$ cat config.mk
export PLATFORM = sky130hd
export DESIGN_NAME = ddr2_init_seq
export DESIGN_NICKNAME = d
export VERILOG_FILES = /design/src/rtl/ddr2_init_pkg.sv /design/src/rtl/ddr2_init_timer.sv /design/src/rtl/ddr2_init_cmd.sv /design/src/rtl/ddr2_init_seq.sv
export SDC_FILE = /design/constraint.sdc
export NUM_CORES = 1
export LEC_CHECK = 0
export BUFFER_PORTS_ARGS = -buffer_cell sky130_fd_sc_hd__buf_2
export CORE_UTILIZATION = 35
export CTS_CLUSTER_DIAMETER = 40
export DETAILED_ROUTE_END_ITERATION = 8
export HOLD_SLACK_MARGIN = 0.03
export SLEW_MARGIN = 15
export SYNTH_ARGS = -nofsm -noshare
export SYNTH_HDL_FRONTEND = slang
export SYNTH_HIERARCHICAL = 1
export SYNTH_SLANG_ARGS = --single-unit
export TNS_END_PERCENT = 20
$ cat constraint.sdc
create_clock -name clk -period 3.6 [get_ports clk]
set_input_delay 0.36 -clock clk [delete_from_list [all_inputs] [get_ports clk]]
set_output_delay 0.36 -clock clk [all_outputs]
set_load 0.005 [all_outputs]
$ cat src/rtl/ddr2_init_pkg.sv
// Shared types for the DDR2 initialization sequencer.
// Assumes commands are coded as {RAS#, CAS#, WE#} with chip select held active.
package ddr2_init_pkg;
    typedef enum logic [2:0] {
        CMD_LMR = 3'b000,
        CMD_REF = 3'b001,
        CMD_PRE = 3'b010,
        CMD_NOP = 3'b111
    } cmd_e;

    // Ordered phases; the sequencer steps through them in this order.
    typedef enum logic [3:0] {
        PH_PWR, PH_CKE, PH_PALL1, PH_EMR, PH_MRDLL,
        PH_PALL2, PH_REF1, PH_REF2, PH_MRRUN, PH_DONE
    } phase_e;

    function automatic int max_of(input int a, input int b);
        return (a > b) ? a : b;
    endfunction
endpackage

$ cat src/rtl/ddr2_init_timer.sv
// Phase timer: counts cycles inside the current phase and flags its first and last cycle.
// Assumes len_i is at least 1 and only changes on the cycle after last_o.
module ddr2_init_timer #(
    parameter int CNT_W = 8
) (
    input  logic             clk,
    input  logic             rst_n,
    input  logic [CNT_W-1:0] len_i,
    output logic             first_o,
    output logic             last_o
);
    logic [CNT_W-1:0] cnt;

    // Count up within a phase and wrap to zero on its last cycle.
    always_ff @(posedge clk) begin
        if (!rst_n || last_o) cnt <= '0;
        else                  cnt <= cnt + CNT_W'(1);
    end

    // Decode phase boundaries from the count.
    always_comb begin
        first_o = (cnt == '0);
        last_o  = (cnt == len_i - CNT_W'(1));
    end

    // the count never runs past the length of the phase it times.
    p_cnt_bound_r2: assert property (@(posedge clk) disable iff (!rst_n)
        cnt < len_i);
endmodule

$ cat src/rtl/ddr2_init_cmd.sv
// Command decoder: turns the current phase into pins. A command is driven only on
// the first cycle of its phase; every other cycle is NOP.
// Assumes AP_BIT and DLL_RST_BIT lie inside the address width.
module ddr2_init_cmd
    import ddr2_init_pkg::*;
#(
    parameter int ADDR_W      = 14,
    parameter int BA_W        = 2,
    parameter int AP_BIT      = 10,
    parameter int DLL_RST_BIT = 8
) (
    input  phase_e            phase_i,
    input  logic              first_i,
    input  logic [ADDR_W-1:0] emr_val_i,
    input  logic [ADDR_W-1:0] mr_val_i,
    output logic              cke_o,
    output logic [2:0]        cmd_o,
    output logic [BA_W-1:0]   ba_o,
    output logic [ADDR_W-1:0] addr_o,
    output logic              done_o
);
    localparam logic [ADDR_W-1:0] AP_MASK  = ADDR_W'(1) << AP_BIT;
    localparam logic [ADDR_W-1:0] DLL_MASK = ADDR_W'(1) << DLL_RST_BIT;

    // Map phase and first-cycle flag to clock enable, command, bank and address.
    always_comb begin
        cke_o  = (phase_i != PH_PWR);
        done_o = (phase_i == PH_DONE);
        cmd_o  = CMD_NOP;
        ba_o   = '0;
        addr_o = '0;
        if (first_i) begin
            case (phase_i)
                PH_PALL1, PH_PALL2: begin
                    cmd_o  = CMD_PRE;
                    addr_o = AP_MASK;
                end
                PH_EMR: begin
                    cmd_o  = CMD_LMR;
                    ba_o   = BA_W'(1);
                    addr_o = emr_val_i;
                end
                PH_MRDLL: begin
                    cmd_o  = CMD_LMR;
                    addr_o = mr_val_i | DLL_MASK;
                end
                PH_REF1, PH_REF2: cmd_o = CMD_REF;
                PH_MRRUN: begin
                    cmd_o  = CMD_LMR;
                    addr_o = mr_val_i & ~DLL_MASK;
                end
                default: cmd_o = CMD_NOP;
            endcase
        end
    end
endmodule

$ cat src/rtl/ddr2_init_seq.sv
// DDR2 power-up initialization sequencer (top).
// Steps the phase register through the fixed power-up order. Each phase length
// is a parameter in clock cycles. All lengths must be at least 1.
// Assumes clk is the memory clock and reset is synchronous, active low.
module ddr2_init_seq
    import ddr2_init_pkg::*;
#(
    parameter int ADDR_W      = 14,
    parameter int BA_W        = 2,
    parameter int AP_BIT      = 10,
    parameter int DLL_RST_BIT = 8,
    parameter int PWR_WAIT    = 50000,
    parameter int CKE_GAP     = 100,
    parameter int TRP         = 3,
    parameter int TMRD        = 2,
    parameter int TRFC        = 28,
    parameter int DLL_WAIT    = 200
) (
    input  logic              clk,
    input  logic              rst_n,
    input  logic [ADDR_W-1:0] emr_val_i,
    input  logic [ADDR_W-1:0] mr_val_i,
    output logic              cke_o,
    output logic [2:0]        cmd_o,
    output logic [BA_W-1:0]   ba_o,
    output logic [ADDR_W-1:0] addr_o,
    output logic              done_o
);
    localparam int MAX_LEN = max_of(max_of(max_of(PWR_WAIT, CKE_GAP), max_of(TRP, TMRD)),
                                    max_of(TRFC, DLL_WAIT));
    localparam int CNT_W   = $clog2(MAX_LEN + 1);

    phase_e           phase;
    logic [CNT_W-1:0] len;
    logic             first, last;

    // Select the length of the current phase.
    always_comb begin
        case (phase)
            PH_PWR:             len = CNT_W'(PWR_WAIT);
            PH_CKE:             len = CNT_W'(CKE_GAP);
            PH_PALL1, PH_PALL2: len = CNT_W'(TRP);
            PH_EMR:             len = CNT_W'(TMRD);
            PH_MRDLL, PH_MRRUN: len = CNT_W'(DLL_WAIT);
            PH_REF1, PH_REF2:   len = CNT_W'(TRFC);
            default:            len = CNT_W'(1);
        endcase
    end

    // Advance to the next phase when the current one ends; hold in PH_DONE.
    always_ff @(posedge clk) begin
        if (!rst_n)                          phase <= PH_PWR;
        else if (last && phase != PH_DONE)   phase <= phase_e'(phase + 4'd1);
    end

    ddr2_init_timer #(.CNT_W(CNT_W)) u_timer (
        .clk     (clk),
        .rst_n   (rst_n),
        .len_i   (len),
        .first_o (first),
        .last_o  (last)
    );

    ddr2_init_cmd #(
        .ADDR_W(ADDR_W), .BA_W(BA_W), .AP_BIT(AP_BIT), .DLL_RST_BIT(DLL_RST_BIT)
    ) u_cmd (
        .phase_i   (phase),
        .first_i   (first),
        .emr_val_i (emr_val_i),
        .mr_val_i  (mr_val_i),
        .cke_o     (cke_o),
        .cmd_o     (cmd_o),
        .ba_o      (ba_o),
        .addr_o    (addr_o),
        .done_o    (done_o)
    );

    // a command other than NOP only ever goes out with clock enable high.
    p_cmd_cke_r3: assert property (@(posedge clk) disable iff (!rst_n)
        (cmd_o != CMD_NOP) |-> cke_o);
    // once raised, clock enable stays high until reset.
    p_cke_hold_r2: assert property (@(posedge clk) disable iff (!rst_n)
        cke_o |=> cke_o);
    // done is sticky until reset.
    p_done_hold_r9: assert property (@(posedge clk) disable iff (!rst_n)
        done_o |=> done_o);
    // after completion the bus stays idle.
    p_done_nop_r9: assert property (@(posedge clk) disable iff (!rst_n)
        done_o |-> (cmd_o == CMD_NOP && cke_o));
endmodule

* Yosys cells after proc, flatten, opt, wreduce, memory -nomap -nowiden
Memory sizes are Yosys's and may differ from the RTL's. A register that Yosys moved wholly into a read port is not among the register bits.
Cells that the tools add are included.
** Word-level totals
- Register bits after elaboration :: 20
- Memory bits (read-only) :: 192
- Input port bits :: 30
- Output and inout bits :: 21
- Word-level logic and storage cells :: 32
- Memories :: 1
** Cells by class
- Add/sub/neg operators :: 3
- Equality and inequality tests :: 10
- Mux-type cells :: 8
- Reductions and logical operators :: 8
** Memory list
- (name not given) :: words 16, bits a word 12, read ports 1, clocked after Yosys merged registers in 1, wr ports 0, RTL line ddr2_init_seq.sv:39 : case (phase)
** Operators by type and width (count)
- $pmux 14 s4 :: 1
- $add 16x1->16 const B :: 1
- $eq 16x16->1 :: 1
- $eq 4x3->1 const B :: 4
- $logic_not 16->1 :: 1
- $sub 16x1->16 const B :: 1
- $mux 14 :: 1
- $pmux 3 s3 :: 1
- $eq 4x2->1 const B :: 2
- $eq 4x4->1 const B :: 2
- $mux 4 :: 2
- $add 4x1->4 const B :: 1
- $ne 4x4->1 const B :: 1
- $reduce_bool 4->1 :: 1
- $reduce_or 2->1 :: 2
- $mux 3 :: 1
- $reduce_or 3->1 :: 1
- $mux 1 :: 2
- $logic_and 1x1->1 :: 1
- $logic_not 1->1 :: 1
- $logic_or 1x1->1 :: 1

* Logic depth before layout (Yosys ltp)
Gate-level depths: netlist of run 1.
- Depth in word-level cells :: 5
- Depth in mapped cells :: 15
- Mapped depth without buffers :: 13

* Hierarchy
Netlist of run 1, hierarchy kept.
** Modules (own cells, without submodules)
- ddr2_init_timer :: times used 1, cells each 172, area each 1315.0 um2, seq. area each 320.3 um2
- ddr2_init_seq :: times used 1, cells each 70, area each 686.9 um2, seq. area each 260.2 um2
- ddr2_init_cmd :: times used 1, cells each 62, area each 426.7 um2, seq. area each 0.0 um2

* Least setup slack after synthesis of run 1
OpenSTA, ideal clock, no wires.
- Path type :: flip-flop to flip-flop
- From :: register len[14] (netlist name)
- To :: register len[1] (netlist name)
- Setup time :: 0.070 ns
- Arrival time :: 3.381 ns
- Data required time :: 3.530 ns
- Setup slack :: 0.150 ns
- Stages on the path, launching flop included :: 13
- Path buffers :: 2
- Period minus slack after synthesis :: 3.450 ns
- Cells stage by stage :: dfxtp_1 -> or4_4 -> or4_1 -> a211oi_1 -> o22ai_1 -> nor4_4 -> buf_6 -> buf_4 -> nand2_1 -> nor3b_2 -> o21ai_2 -> or3_1 -> a21oi_1
** On the way
- Cells in the longest elaborated chain, start to end :: 5
** RTL lines
- $sub 16x1->16 :: RTL line ddr2_init_timer.sv:23 : last_o = (cnt == len_i - CNT_W'(1));
- $eq 16x16->1 :: RTL line ddr2_init_timer.sv:23
- net last :: RTL line ddr2_init_seq.sv:35 : logic first, last;
- $logic_and 1x1->1 :: RTL line ddr2_init_seq.sv:53 : else if (last && phase != PH_DONE) phase <= phase_e'(phase + 4'd1);
- $mux 4 (no source line) (2 in series)
The timed path passes the listed nets, and every way through them passes these cells.
A chain may end at the register's enable or synchronous reset.

* Final worst setup path of run 1
- From :: register len[14] (netlist name)
- To :: register len[1] (netlist name)
** On the way
- Cells in the longest elaborated chain, start to end :: 5
** RTL lines (RTL line)
- $sub 16x1->16 :: ddr2_init_timer.sv:23
- $eq 16x16->1 :: ddr2_init_timer.sv:23
- net last :: ddr2_init_seq.sv:35
- $logic_and 1x1->1 :: ddr2_init_seq.sv:53
- $mux 4 (no source line) (2 in series)
The timed path passes the listed nets, and every way through them passes these cells.

==> results.cfg, run 1 <==
[clocking]
root_buffer = clkbuf_8
clk_pin_slew_ns = 0.06
holdBufCountCts = 0
numClockSinks = 29
clockBufferDepth = 2
cts_inserted_buffers = 5
cts_resized = 0
clk_latency_ns = 0.27
cts_tree = done
htreeDepth = 2
post_cts_buffers = 0

[sta]
post-route-min-period_ns = 3.33
final_hold_viol_count = 0
period_share_pct = 92.4
skew_ns = 0.00185
timing.setup.tns_ns = 0
slew_headroom_pct = 42.6
tightestPinTransition_ns = 0.857
slew_violations = 0
maxClockFrequency_ghz = 0.301
rsz0062_at_grt = no
setup_viol = 0

[synthesis]
synth.avg_cell_area_um2 = 7.99
synthCells = 304
synth_top_family_by_area = simple AND/OR/NAND/NOR gates
synth_adder_area_share_pct = 2.58
yosysUniqueCellTypes = 72
synth-simple-area-share_pct = 32.8
synth_seq_cells = 29
muxShareOfSynthArea_pct = 0.464
synthArstFlopShare_pct = 0
synth_common_cells = nor2_1, nand2_1, dfxtp_1
ys_top_cells_by_area = dfxtp_1, xnor2_1, nor2_1, xor2_1, nand2_1
synth_edf_count = 0
yosysTopAreaCell = dfxtp_1
synth_flop_cell = dfxtp_1
synth_most_common_cell = nor2_1
ys_seq_area_share_pct = 23.9
synth_top_area_share_pct = 23.9
synth_xor_area_share_pct = 15.1
syn_area_mm2 = 0.00243
synth_compound_area_share_pct = 17.3
ys_warn_count = 6

[critical_path]
critPathBufInv = 1
crit_family = simple AND/OR/NAND/NOR gates
critPathArrivalTime_ns = 3.53
cp-start-kind = flop
crit_fanout = 8
crit_slowest_cell = or4_4
crit_chain = or4_4 > or4_1 > a211oi_1 > o22ai_1 > nor4_4 > buf_4 > nand2_1 > nor3b_2 > o21ai_2 > or3_1 > a21oi_1
worst-setup-path-type = flop to flop
rr_endpoint = len[1]
timing.rr.start = len[14]
max_stage_delay_ns = 0.54
crit_required_ns = 3.80
ff2ff_setup_slack_ns = 0.27
cp-end-kind = flop
rr_worst_depth = 11

[power]
seq_power_share_pct = 52.0
p_switching_w = 0.000137
internal_power_w = 0.000496
p_sw_share_pct = 21.6
power_density_mw_per_mm2 = 222
total_leakage_power_nw = 1.20
combPwrFrac_pct = 6.9
p_clk_share_pct = 41.1
vdd_drop_max_mv = 0.139

[drt]
routed_via_density = 5.24
routed.top_layer = met4
wl_per_cell_um = 12.7
via_count = 2316
antenna_left = 0
drt_iter0_drc = 88
drtPass1Iterations = 4
wl_met3_um = 263
wl_met2_um = 2680
drcViolationCount = 0
wl_met1_um = 2560
wl_um = 5600

[worst_hold_path]
hold_path_depth = 3
hold_start = rst_n
hold_path.class = input pin to flop
whs_endpoint = u_timer/cnt[6]

[place]
hpwl_um = 4120
io_buffers = 48
routabilityCongestion = 0.775

[global_routing]
first_global_vias = 2075
grt_pass1_wl_um = 9230
grt_usage_pct = 15.5
grt_overflow = 0
grt_max_degree = 26
antenna_found_initial = 0

[run]
drv_cap = 0

[layout]
antenna_cells = 0
drive_above_1_share_pct = 23.0
fin_util_pct = 43.7
syn2layout_area_growth_pct = 17.4
layout.nets = 400
multi_input_area_mm2 = 0.00172
fillers = 672
regArea_um2 = 581

[die]
core_mm2 = 0.00653
die-width_um = 85.3
initial_core_util_pct = 37.2
ioPinCount = 51
die_y_um = 85.3
rows = 29
dieArea_mm2 = 0.00728

[run_status]
outcome = complete, no violations
## worst register-to-register path: stages, from the launching register on
cell      delay [ns]
dfxtp_1         0.32
or4_4           0.54
or4_1           0.48
a211oi_1        0.24
o22ai_1         0.15
nor4_4          0.26
buf_4           0.19
nand2_1         0.11
nor3b_2         0.24
o21ai_2         0.16
or3_1           0.43
a21oi_1         0.14
## cell usage in the layout, fill, tap and decap left out, drive strengths merged, types with 3 or more instances in the layout
cell,instances
xor2,18
nand3,8
nand3b,3
and3,4
ha,5
inv,13
nand4,10
nor3b,8
nor2,43
conb,18
xnor2,23
nand2,30
buf,58
o211ai,3
nor3,7
a32oi,12
dfxtp,29
nor4,8
a21oi,6
clkbuf,7
nand2b,3
o21ai,5
a211oi,3
and2,4
## worst max-delay path by stage
stage,start,slack (ns),cells past startpoint,end
after CTS,len[14],0.23,10,len[1]
after detailed placement,len[14],0.25,10,len[1]
final,len[14],0.27,11,len[1]
after floorplan,len[14],0.15,12,len[1]
after global placement,len[14],0.31,10,len[1]
after global routing,len[14],0.07,12,len[3]
## state kept, by name, indices dropped and copies added (netlist names)
register,cells
len,9
phase,4
u_timer/cnt,16
## kinds of logic (layout without fill, tap and decap cells)
group                    after synthesis  in the layout
AND/OR/NAND/NOR                      142            142
AO/OA/AOI/OAI                         51             51
XOR/XNOR                              41             41
buffers and inverters                 33             78
flip-flops                            29             29
adder cells (fa/ha/maj)                5              5
other                                  2             18
multiplexers                           1              1
## per-stage QoR
step	cells	instance area [um^2]	hold slack, ns	total power [W]	setup WS [ns]
2_1_floorplan	320	2490	0.474	0.000358	0.150
3_3_place_gp	432	2740	0.551	0.000379	0.311
3_5_place_dp	432	2740	0.561	0.000380	0.253
4_1_cts	439	2830	0.497	0.000641	0.228
5_1_grt	442	2850	0.531	0.000663	0.0738
6_report	442	2850	0.506	0.000633	0.274
## metal layers
| layer | vias up | GRT usage [%] |
|---|---|---|
| met3 | 8 | 2.63 |
| met5 | - | 0 |
| li1 | 1188 | - |
| met4 | 0 | 5.91 |
| met1 | 1062 | 19.3 |
| met2 | 58 | 27.0 |
## power groups by stage
stage | Combinational, W | Sequential (W) | Clock, W
2_1_floorplan | 0.0000248 | 0.000333 | 0
3_3_place_gp | 0.0000429 | 0.000336 | 0
3_5_place_dp | 0.0000437 | 0.000336 | 0
4_1_cts | 0.0000438 | 0.000329 | 0.000268
5_1_grt | 0.0000495 | 0.000329 | 0.000284
6_report | 0.0000436 | 0.000329 | 0.000260
## final cells by class
cell class	count	area share, %
multi-input combinational	258	60.5
sequential	29	20.4
tap	77	3.38
clock buffer	7	3.03
inverter	13	1.71
timing repair buffer	58	11.1
(Power assumes the default switching activity.)
==> run 2, diff against run 1 <==
--- a/config.mk
+++ b/config.mk
@@ -6,10 +6,12 @@
 export NUM_CORES = 1
 export LEC_CHECK = 0
 export BUFFER_PORTS_ARGS = -buffer_cell sky130_fd_sc_hd__buf_2
+export CAP_MARGIN = 5
 export CORE_UTILIZATION = 35
 export CTS_CLUSTER_DIAMETER = 40
 export DETAILED_ROUTE_END_ITERATION = 8
 export HOLD_SLACK_MARGIN = 0.03
+export PLACE_DENSITY_LB_ADDON = 0.15
 export SLEW_MARGIN = 15
 export SYNTH_ARGS = -nofsm -noshare
 export SYNTH_HDL_FRONTEND = slang
==> constraint.sdc (replaced) <==
create_clock -name clk -period 4.05 [get_ports clk]
set_input_delay 0.405 -clock clk [delete_from_list [all_inputs] [get_ports clk]]
set_output_delay 0.405 -clock clk [all_outputs]
set_load 0.005 [all_outputs]
==> results.cfg, run 2 (synthesized netlist as in run 1, its figures left out) <==
[drt]
drtPass1Iterations = 4
antenna_left = 0
routed_via_density = 5.18
via_count = 2265
wl_per_cell_um = 12.4
drcViolationCount = 0
wl_um = 5400
drt_iter0_drc = 63

[clocking]
numClockSinks = 29
clockBufferDepth = 2
clk_pin_slew_ns = 0.06
cts_inserted_buffers = 5
clk_latency_ns = 0.28
cts_resized = 0
htreeDepth = 2
root_buffer = clkbuf_8
cts_tree = done
holdBufCountCts = 0
post_cts_buffers = 0

[place]
io_buffers = 48
hpwl_um = 4010
pre_cts_ws_ns = 0.850
routabilityCongestion = 0.854

[global_routing]
grt_usage_pct = 15.3
grt_pass1_wl_um = 9030
first_global_vias = 1971
grt_overflow = 0
grt_max_degree = 26
antenna_found_initial = 0

[sta]
final_hold_viol_count = 0
skew_ns = 0.00779
timing.setup.tns_ns = 0
slew_violations = 0
slew_headroom_pct = 43.5
setup_viol = 0
setup_ws_ns = 0.829
post-route-min-period_ns = 3.22
maxClockFrequency_ghz = 0.310
period_share_pct = 79.5
tightestPinTransition_ns = 0.845
rsz0062_at_grt = no

[layout]
regMostFlops = u_timer/cnt
layout_common_cells = buf_2, nor2_1, nand2_1, dfxtp_1, xnor2_1
drive_above_1_share_pct = 21.9
syn2layout_area_growth_pct = 15.9
fillers = 689
antenna_cells = 0
layout.nets = 395
fin_util_pct = 43.1
largest_register_ffs = 16
final_common_cell = buf_2

[run]
drv_cap = 0

[power]
internal_power_w = 0.000441
seq_power_share_pct = 51.4
combPwrFrac_pct = 6.9
power_density_mw_per_mm2 = 202
total_leakage_power_nw = 1.17
p_switching_w = 0.000126
vdd_drop_max_mv = 0.183
p_sw_share_pct = 22.3
p_clk_share_pct = 41.6

[worst_hold_path]
whs_endpoint = u_timer/cnt[9]
hold_path_depth = 3
hold_path.class = input pin to flop
hold_start = rst_n

[run_status]
outcome = complete, no violations

[die]
die_y_um = 85.3
initial_core_util_pct = 37.2
core_mm2 = 0.00653
ioPinCount = 51
dieArea_mm2 = 0.00728
die-width_um = 85.3
rows = 29

[critical_path]
ff2ff_setup_slack_ns = 0.83
crit_fanout = 8
rr_worst_depth = 10
worst-setup-path-type = flop to flop
critPathArrivalTime_ns = 3.41
cp-start-kind = flop
crit_required_ns = 4.24
cp-end-kind = flop
timing.rr.start = len[4]
rr_endpoint = len[0]
run 2: changes by cell type in the layout (fill, tap and decap cells not counted), sizes merged:
cell and delta:
buf -5
run 2: worst max path at each step:
stage	slack [ns]	endpoint	depth (start not counted)	start
floorplan	0.60	len[1]	12	len[14]
global placement	0.86	len[3]	11	len[4]
detailed placement	0.85	len[1]	10	len[4]
CTS	0.82	len[1]	10	len[4]
global route	0.50	len[1]	10	len[4]
finish	0.83	len[0]	10	len[4]
run 2: routing by layer:
layer	part of all wire (%)	routed length, um	track usage, %
met4	1.1	57	4.55
met5	0	0	0
met1	50	2690	20.1
met3	5.4	294	2.92
met2	44	2360	25.3
run 2: layout make-up:
cell class | count | area, um^2 | area share, %
repair buffers | 53 | 278 | 9.87
well taps | 77 | 96.3 | 3.42
clock buffers | 7 | 86.3 | 3.07
inverters | 13 | 48.8 | 1.73
flip-flops and latches | 29 | 581 | 20.6
multi-input cells | 258 | 1720 | 61.3
run 2: critical path, cell delays in order (launching register included):
cell      delay [ns]
dfxtp_1         0.37
nor4_1          0.69
nand4_1         0.22
xnor2_1         0.22
nand4_1         0.16
nor4_4          0.38
nand2_1         0.15
nor3b_2         0.24
o21ai_2         0.16
or3_1           0.43
o211ai_1        0.11
run 2: through the flow:
stage,std cells,total power [W],instance area (um^2),hold slack (ns)
finish,437,0.000568,2810,0.547
global route,437,0.000595,2810,0.578
CTS,437,0.000575,2810,0.547
detailed placement,430,0.000338,2730,0.566
global placement,430,0.000337,2730,0.558
floorplan,320,0.000318,2490,0.506
run 2: power groups by stage:
stage	Combinational, W	Clock, W	Sequential (W)
after global placement	0.0000386	0	0.000299
after global routing	0.0000443	0.000258	0.000293
after detailed placement	0.0000394	0	0.000299
after CTS	0.0000397	0.000243	0.000292
final	0.0000392	0.000237	0.000292
after floorplan	0.0000221	0	0.000296
